File: src/rtl/fwprot_pkg.sv
package fwprot_pkg;

    localparam int REG_W    = 8;
    localparam int POL_W    = 2;
    localparam int POL_LSB  = 2;
    localparam int LOCK_BIT = 1;
    localparam int WEN_BIT  = 0;
    localparam int USED_W   = POL_LSB + POL_W;

    typedef enum logic [POL_W-1:0] {
        POL_CACHE_ONLY = 2'b00,
        POL_DIRECT     = 2'b01,
        POL_PREFETCH   = 2'b10,
        POL_INVALID    = 2'b11
    } rd_pol_e;

    typedef struct packed {
        rd_pol_e pol;
        logic    lock;
        logic    wen;
    } ctl_t;

    typedef struct packed {
        logic smi;
        logic inval;
        logic err;
    } evt_t;

    function automatic ctl_t unpack_wr(input logic [USED_W-1:0] d);
        ctl_t c;
        c.pol  = rd_pol_e'(d[POL_LSB +: POL_W]);
        c.lock = d[LOCK_BIT];
        c.wen  = d[WEN_BIT];
        return c;
    endfunction

    function automatic logic [REG_W-1:0] pack_rd(input ctl_t c);
        logic [REG_W-1:0] r;
        r = '0;
        r[POL_LSB +: POL_W] = c.pol;
        r[LOCK_BIT]         = c.lock;
        r[WEN_BIT]          = c.wen;
        return r;
    endfunction

    function automatic logic pol_caches(input rd_pol_e p);
        return (p == POL_CACHE_ONLY) || (p == POL_PREFETCH);
    endfunction

    function automatic logic pol_prefetches(input rd_pol_e p);
        return p == POL_PREFETCH;
    endfunction

endpackage

File: src/rtl/fwprot_regs.sv
module fwprot_regs
    import fwprot_pkg::*;
(
    input  logic clk,
    input  logic rst,
    input  logic plat_rst,
    input  logic wr,
    input  ctl_t req,
    output ctl_t cur
);

    always_ff @(posedge clk) begin
        if (plat_rst) begin
            cur <= '0;
        end else if (rst) begin
            cur.pol <= POL_CACHE_ONLY;
            cur.wen <= 1'b0;
        end else if (wr) begin
            if (req.pol != POL_INVALID)
                cur.pol <= req.pol;
            cur.lock <= cur.lock | req.lock;
            cur.wen  <= req.wen;
        end
    end

endmodule

File: src/rtl/fwprot_events.sv
module fwprot_events
    import fwprot_pkg::*;
(
    input  logic clk,
    input  logic rst,
    input  logic plat_rst,
    input  logic wr,
    input  ctl_t cur,
    input  ctl_t req,
    output evt_t evt
);

    evt_t nxt;

    always_comb begin
        nxt       = '0;
        nxt.smi   = wr && req.wen && !cur.wen && cur.lock;
        nxt.inval = wr && (req.pol == POL_DIRECT) && (cur.pol != POL_DIRECT);
        nxt.err   = wr && (req.pol == POL_INVALID);
    end

    always_ff @(posedge clk) begin
        if (plat_rst || rst)
            evt <= '0;
        else
            evt <= nxt;
    end

endmodule

File: src/rtl/fwprot_access.sv
module fwprot_access
    import fwprot_pkg::*;
(
    input  ctl_t cur,
    input  logic req_valid,
    input  logic req_write,
    output logic grant,
    output logic cache_en,
    output logic prefetch_en
);

    always_comb begin
        grant       = req_valid && (!req_write || cur.wen);
        cache_en    = pol_caches(cur.pol);
        prefetch_en = pol_prefetches(cur.pol);
    end

endmodule

File: src/rtl/fwprot_ctrl.sv
module fwprot_ctrl
    import fwprot_pkg::*;
(
    input  logic             clk,
    input  logic             rst,
    input  logic             plat_rst,
    input  logic             cfg_wr,
    input  logic [REG_W-1:0] cfg_wdata,
    output logic [REG_W-1:0] cfg_rdata,
    input  logic             fw_req_valid,
    input  logic             fw_req_write,
    output logic             fw_grant,
    output logic             cache_en,
    output logic             prefetch_en,
    output logic             cache_inval,
    output logic             pol_err,
    output logic             smi_pulse
);

    ctl_t req;
    ctl_t cur;
    evt_t evt;

    assign req = unpack_wr(cfg_wdata[USED_W-1:0]);

    fwprot_regs u_regs (
        .clk      (clk),
        .rst      (rst),
        .plat_rst (plat_rst),
        .wr       (cfg_wr),
        .req      (req),
        .cur      (cur)
    );

    fwprot_events u_events (
        .clk      (clk),
        .rst      (rst),
        .plat_rst (plat_rst),
        .wr       (cfg_wr),
        .cur      (cur),
        .req      (req),
        .evt      (evt)
    );

    fwprot_access u_access (
        .cur         (cur),
        .req_valid   (fw_req_valid),
        .req_write   (fw_req_write),
        .grant       (fw_grant),
        .cache_en    (cache_en),
        .prefetch_en (prefetch_en)
    );

    assign cfg_rdata   = pack_rd(cur);
    assign cache_inval = evt.inval;
    assign pol_err     = evt.err;
    assign smi_pulse   = evt.smi;

endmodule

File: config.mk
export PLATFORM = sky130hd
export DESIGN_NAME = fwprot_ctrl
export DESIGN_NICKNAME = d
export VERILOG_FILES = /design/src/rtl/fwprot_pkg.sv /design/src/rtl/fwprot_regs.sv /design/src/rtl/fwprot_events.sv /design/src/rtl/fwprot_access.sv /design/src/rtl/fwprot_ctrl.sv
export SDC_FILE = /design/constraint.sdc
export NUM_CORES = 1
export LEC_CHECK = 0
export ABC_AREA = 1
export BUFFER_PORTS_ARGS = -buffer_cell sky130_fd_sc_hd__buf_2
export CORE_AREA = 2 2 39 41
export CTS_BUF_LIST = sky130_fd_sc_hd__clkbuf_16
export DETAILED_ROUTE_END_ITERATION = 10
export DIE_AREA = 0 0 41 43
export GPL_TIMING_DRIVEN = 0
export PLACE_DENSITY = 0.63
export SETUP_SLACK_MARGIN = 0.3
export SYNTH_ARGS = -nofsm -noshare
export SYNTH_HDL_FRONTEND = slang
export SYNTH_HIERARCHICAL = 1
export SYNTH_SLANG_ARGS = --single-unit
export TNS_END_PERCENT = 30
File: constraint.sdc
create_clock -name clk -period 0.8 [get_ports clk]
set_input_delay 0 -clock clk [delete_from_list [all_inputs] [get_ports clk]]
set_output_delay 0 -clock clk [all_outputs]
set_load 0.1 [all_outputs]
==> impl_results.md <==
- Run status: finished, violations left
- Failing checks: negative setup slack
- Layout cell share with drive strength beyond 1: a little under three fifths
- Final min period: 0.9300 ns
- Power Density: 2094 mW/mm²
- Setup WS post-layout: -0.1300 ns
- Root buffer cell: clkbuf_16
- Final hold vios: 0
- Port Buf Inserts: 19
- Die area: about 0.0018 mm²
- Max Fclk: between 1000 and 1500 MHz
- FF+latch area: 158.9 µm²
- Leak: roughly 0.38 nW
- Initial antenna violation count: 0
- Clock Skew: roughly 0.0026 ns
- Core Area: around 0.0014 mm²
- Max stage delay on crit path: 0.34 ns
- # fillers: around 140
- Placed Area: a little over 500 µm²
- TritonCTS buffer count: 3
- Die X: 41 µm
- Count of unique library cells instantiated by Yosys: 11
- Hold path cells: 3
- Hold WC Path Type: in -> reg
- HP Start: cfg_wdata[1]
- Crit Reg-Reg Endpoint: u_regs/cur[2]$_SDFFE_PP0P_
- Tot Pwr: 1.583 mW
- Fin crit share: 116.2%
- Kind of critical path: reg -> out
- Die height: approximately 43 µm
- Starting Density: 25.59%
- Max-slew violation count: 0
- First-pass GRT wire length: around 1300 µm
- FP Rows: 14
- Detail Route Antenna Nets: 0
- Antenna cells: 0
- Clock transition at path regs: roughly 0.03 ns
- FF+latch count, synth: 7
- Startpoint Class: register
- P&R area growth vs syn: 113.4%
- Drt total wl: between 800 and 900 µm
- R2R cell count: 3
- CP max-delay cell: dfxtp_4
- Hpwl dp: approximately 600 µm
- Worst setup EP type: primary output
- DR vias: 373
- Flop-to-flop setup slack: ~0.020 ns
- Total of max-cap violations: 0
- CP cell instances: inv_2, a21oi_4, buf_12
- Crit Path Max Fanout: 3
- GRT Overall Usage: a little under an eighth
- GPL Wtd Cong: slightly below 0.8
- CP Data Required Time: 0.80 ns
- DRT iter0 DRCs: 2
- Worst path arrival time: 0.93 ns
- Largest net degree at the start of global routing: 10
- Register area share after synthesis: around two fifths
- Clock H-tree levels: 1
- First-pass detailed-route iteration total: 3
- Vias in the first global route: approximately 330
- Vias per inst: roughly 3.7
- VDD IR max: roughly 1.3 mV
- Worst Hold Path EP: u_regs/cur[1]$_SDFFE_PP0P_
- Setup tns final: -0.3918 ns
- TritonCTS Sinks: 7
- Ys Warns: 6
- Clk_lat worst skew: 0.23 ns
- CTS tree: built
- Final #Nets: 99
- CTS max path bufs: 2
- Remaining global-route overflow: 0
- WL/cell: roughly 8.3 µm
- Synthesized area per cell: about 6.4 µm²
- Drc violations: 0
- RSZ-0062 raised after global routing: true
- Worst reg2reg startpoint: u_regs/cur[2]$_SDFFE_PP0P_
- # setup viols final: 5
- Cells after Synth: 55
- Mapped Area: between 300 and 400 µm²
- Top Ports: 28
- Footprint of the multi-input gates: approximately 170 µm²
- Design Area, Final: 755.7 µm²
==> how the worst max path moves through the flow <==
| stage | endpoint | from | slack (ns) |
|---|---|---|---|
| after floorplan | fw_grant | u_regs/cur[0]$_SDFFE_PP0P_ | -0.38 |
| after global placement | fw_grant | u_regs/cur[0]$_SDFFE_PP0P_ | -0.12 |
| after detailed placement | fw_grant | u_regs/cur[0]$_SDFFE_PP0P_ | -0.13 |
| after CTS | fw_grant | u_regs/cur[0]$_SDFFE_PP0P_ | -0.14 |
| after global routing | fw_grant | u_regs/cur[0]$_SDFFE_PP0P_ | -0.16 |
| final | fw_grant | u_regs/cur[0]$_SDFFE_PP0P_ | -0.13 |
==> per-layer routing <==
layer / vias up / GRT usage, % / wire [µm]
met4: 0 / 8.000 / 14
li1: 205 / - / -
met3: 2 / 4.712 / 52
met1: 153 / 12.26 / 323
met5: - / 0 / 0
met2: 13 / 16.88 / 437
==> critical path, delay by kind of cell, from the launching register on <==
kind / cells / cell delay, ns
AOI/OAI and AO/OA: 1 / 0.13
buffers and inverters: 2 / 0.23
DFF: 1 / 0.34
==> layout by cell type, fill, tap and decap left out, drive strengths merged <==
master / n
buf: 26
nand2: 14
inv: 14
nor2: 11
dfxtp: 7
conb: 4
clkbuf: 3
a21oi: 3
clkinvlp: 1
nand3: 1
==> registers in the layout (all words and copies together), names as in the netlist <==
signal and count:
u_regs/cur 4, u_events/evt 3
==> what timing repair did <==
item / in CTS / in global routing
setup buffers: 2 / 1
hold buffers: 0 / 0
setup endpoints to repair: 16 / 16
resized for setup: 39 / 4
pin swaps: 10 / 6
==> power breakdown <==
group	switching, mW	total (mW)	internal [mW]
clock	0.187	0.837	0.650
combinational	0.267	0.379	0.112
sequential	0.0133	0.367	0.354
total	0.467	1.58	1.12
==> kinds of logic (layout without fill, tap and decap cells) <==
family | after synthesis | after routing | synth area share, %
AO/OA/AOI/OAI | 3 | 3 | 5.301
other | 1 | 4 | 1.059
AND/OR/NAND/NOR | 26 | 26 | 30.74
buffers and inverters | 18 | 44 | 23.32
flip-flops | 7 | 7 | 39.57
==> final cells by class <==
class | instances | share of cell area (%)
buffer | 4 | 3.974
multi-input combinational | 33 | 22.52
clock buffer | 3 | 9.934
tap | 16 | 2.649
sequential | 7 | 21.03
timing repair buffer | 22 | 31.95
inverter | 14 | 7.450
clock inverter | 1 | 0.4967
==> synth_stat cells, drive strengths merged <==
library cell	n	area [µm²]
buf	4	30.03
conb	1	3.750
inv	14	52.55
nor2	11	51.30
nand2	14	52.55
nand3	1	5.000
a21oi	3	18.77
dfxtp	7	140.1
==> stage by stage <==
stage | hold slack (ns) | std cells | worst slack [ns] | util [%]
after detailed placement | 0.2297 | 93 | -0.1280 | 36.98
final | 0.004902 | 100 | -0.1300 | 54.61
after global routing | 0.004156 | 100 | -0.1641 | 54.61
after CTS | 0.002240 | 99 | -0.1376 | 53.25
after floorplan | 0.1281 | 58 | -0.3835 | -
after global placement | 0.2203 | 93 | -0.1222 | 36.98
Power figures use the tool's default switching activity.
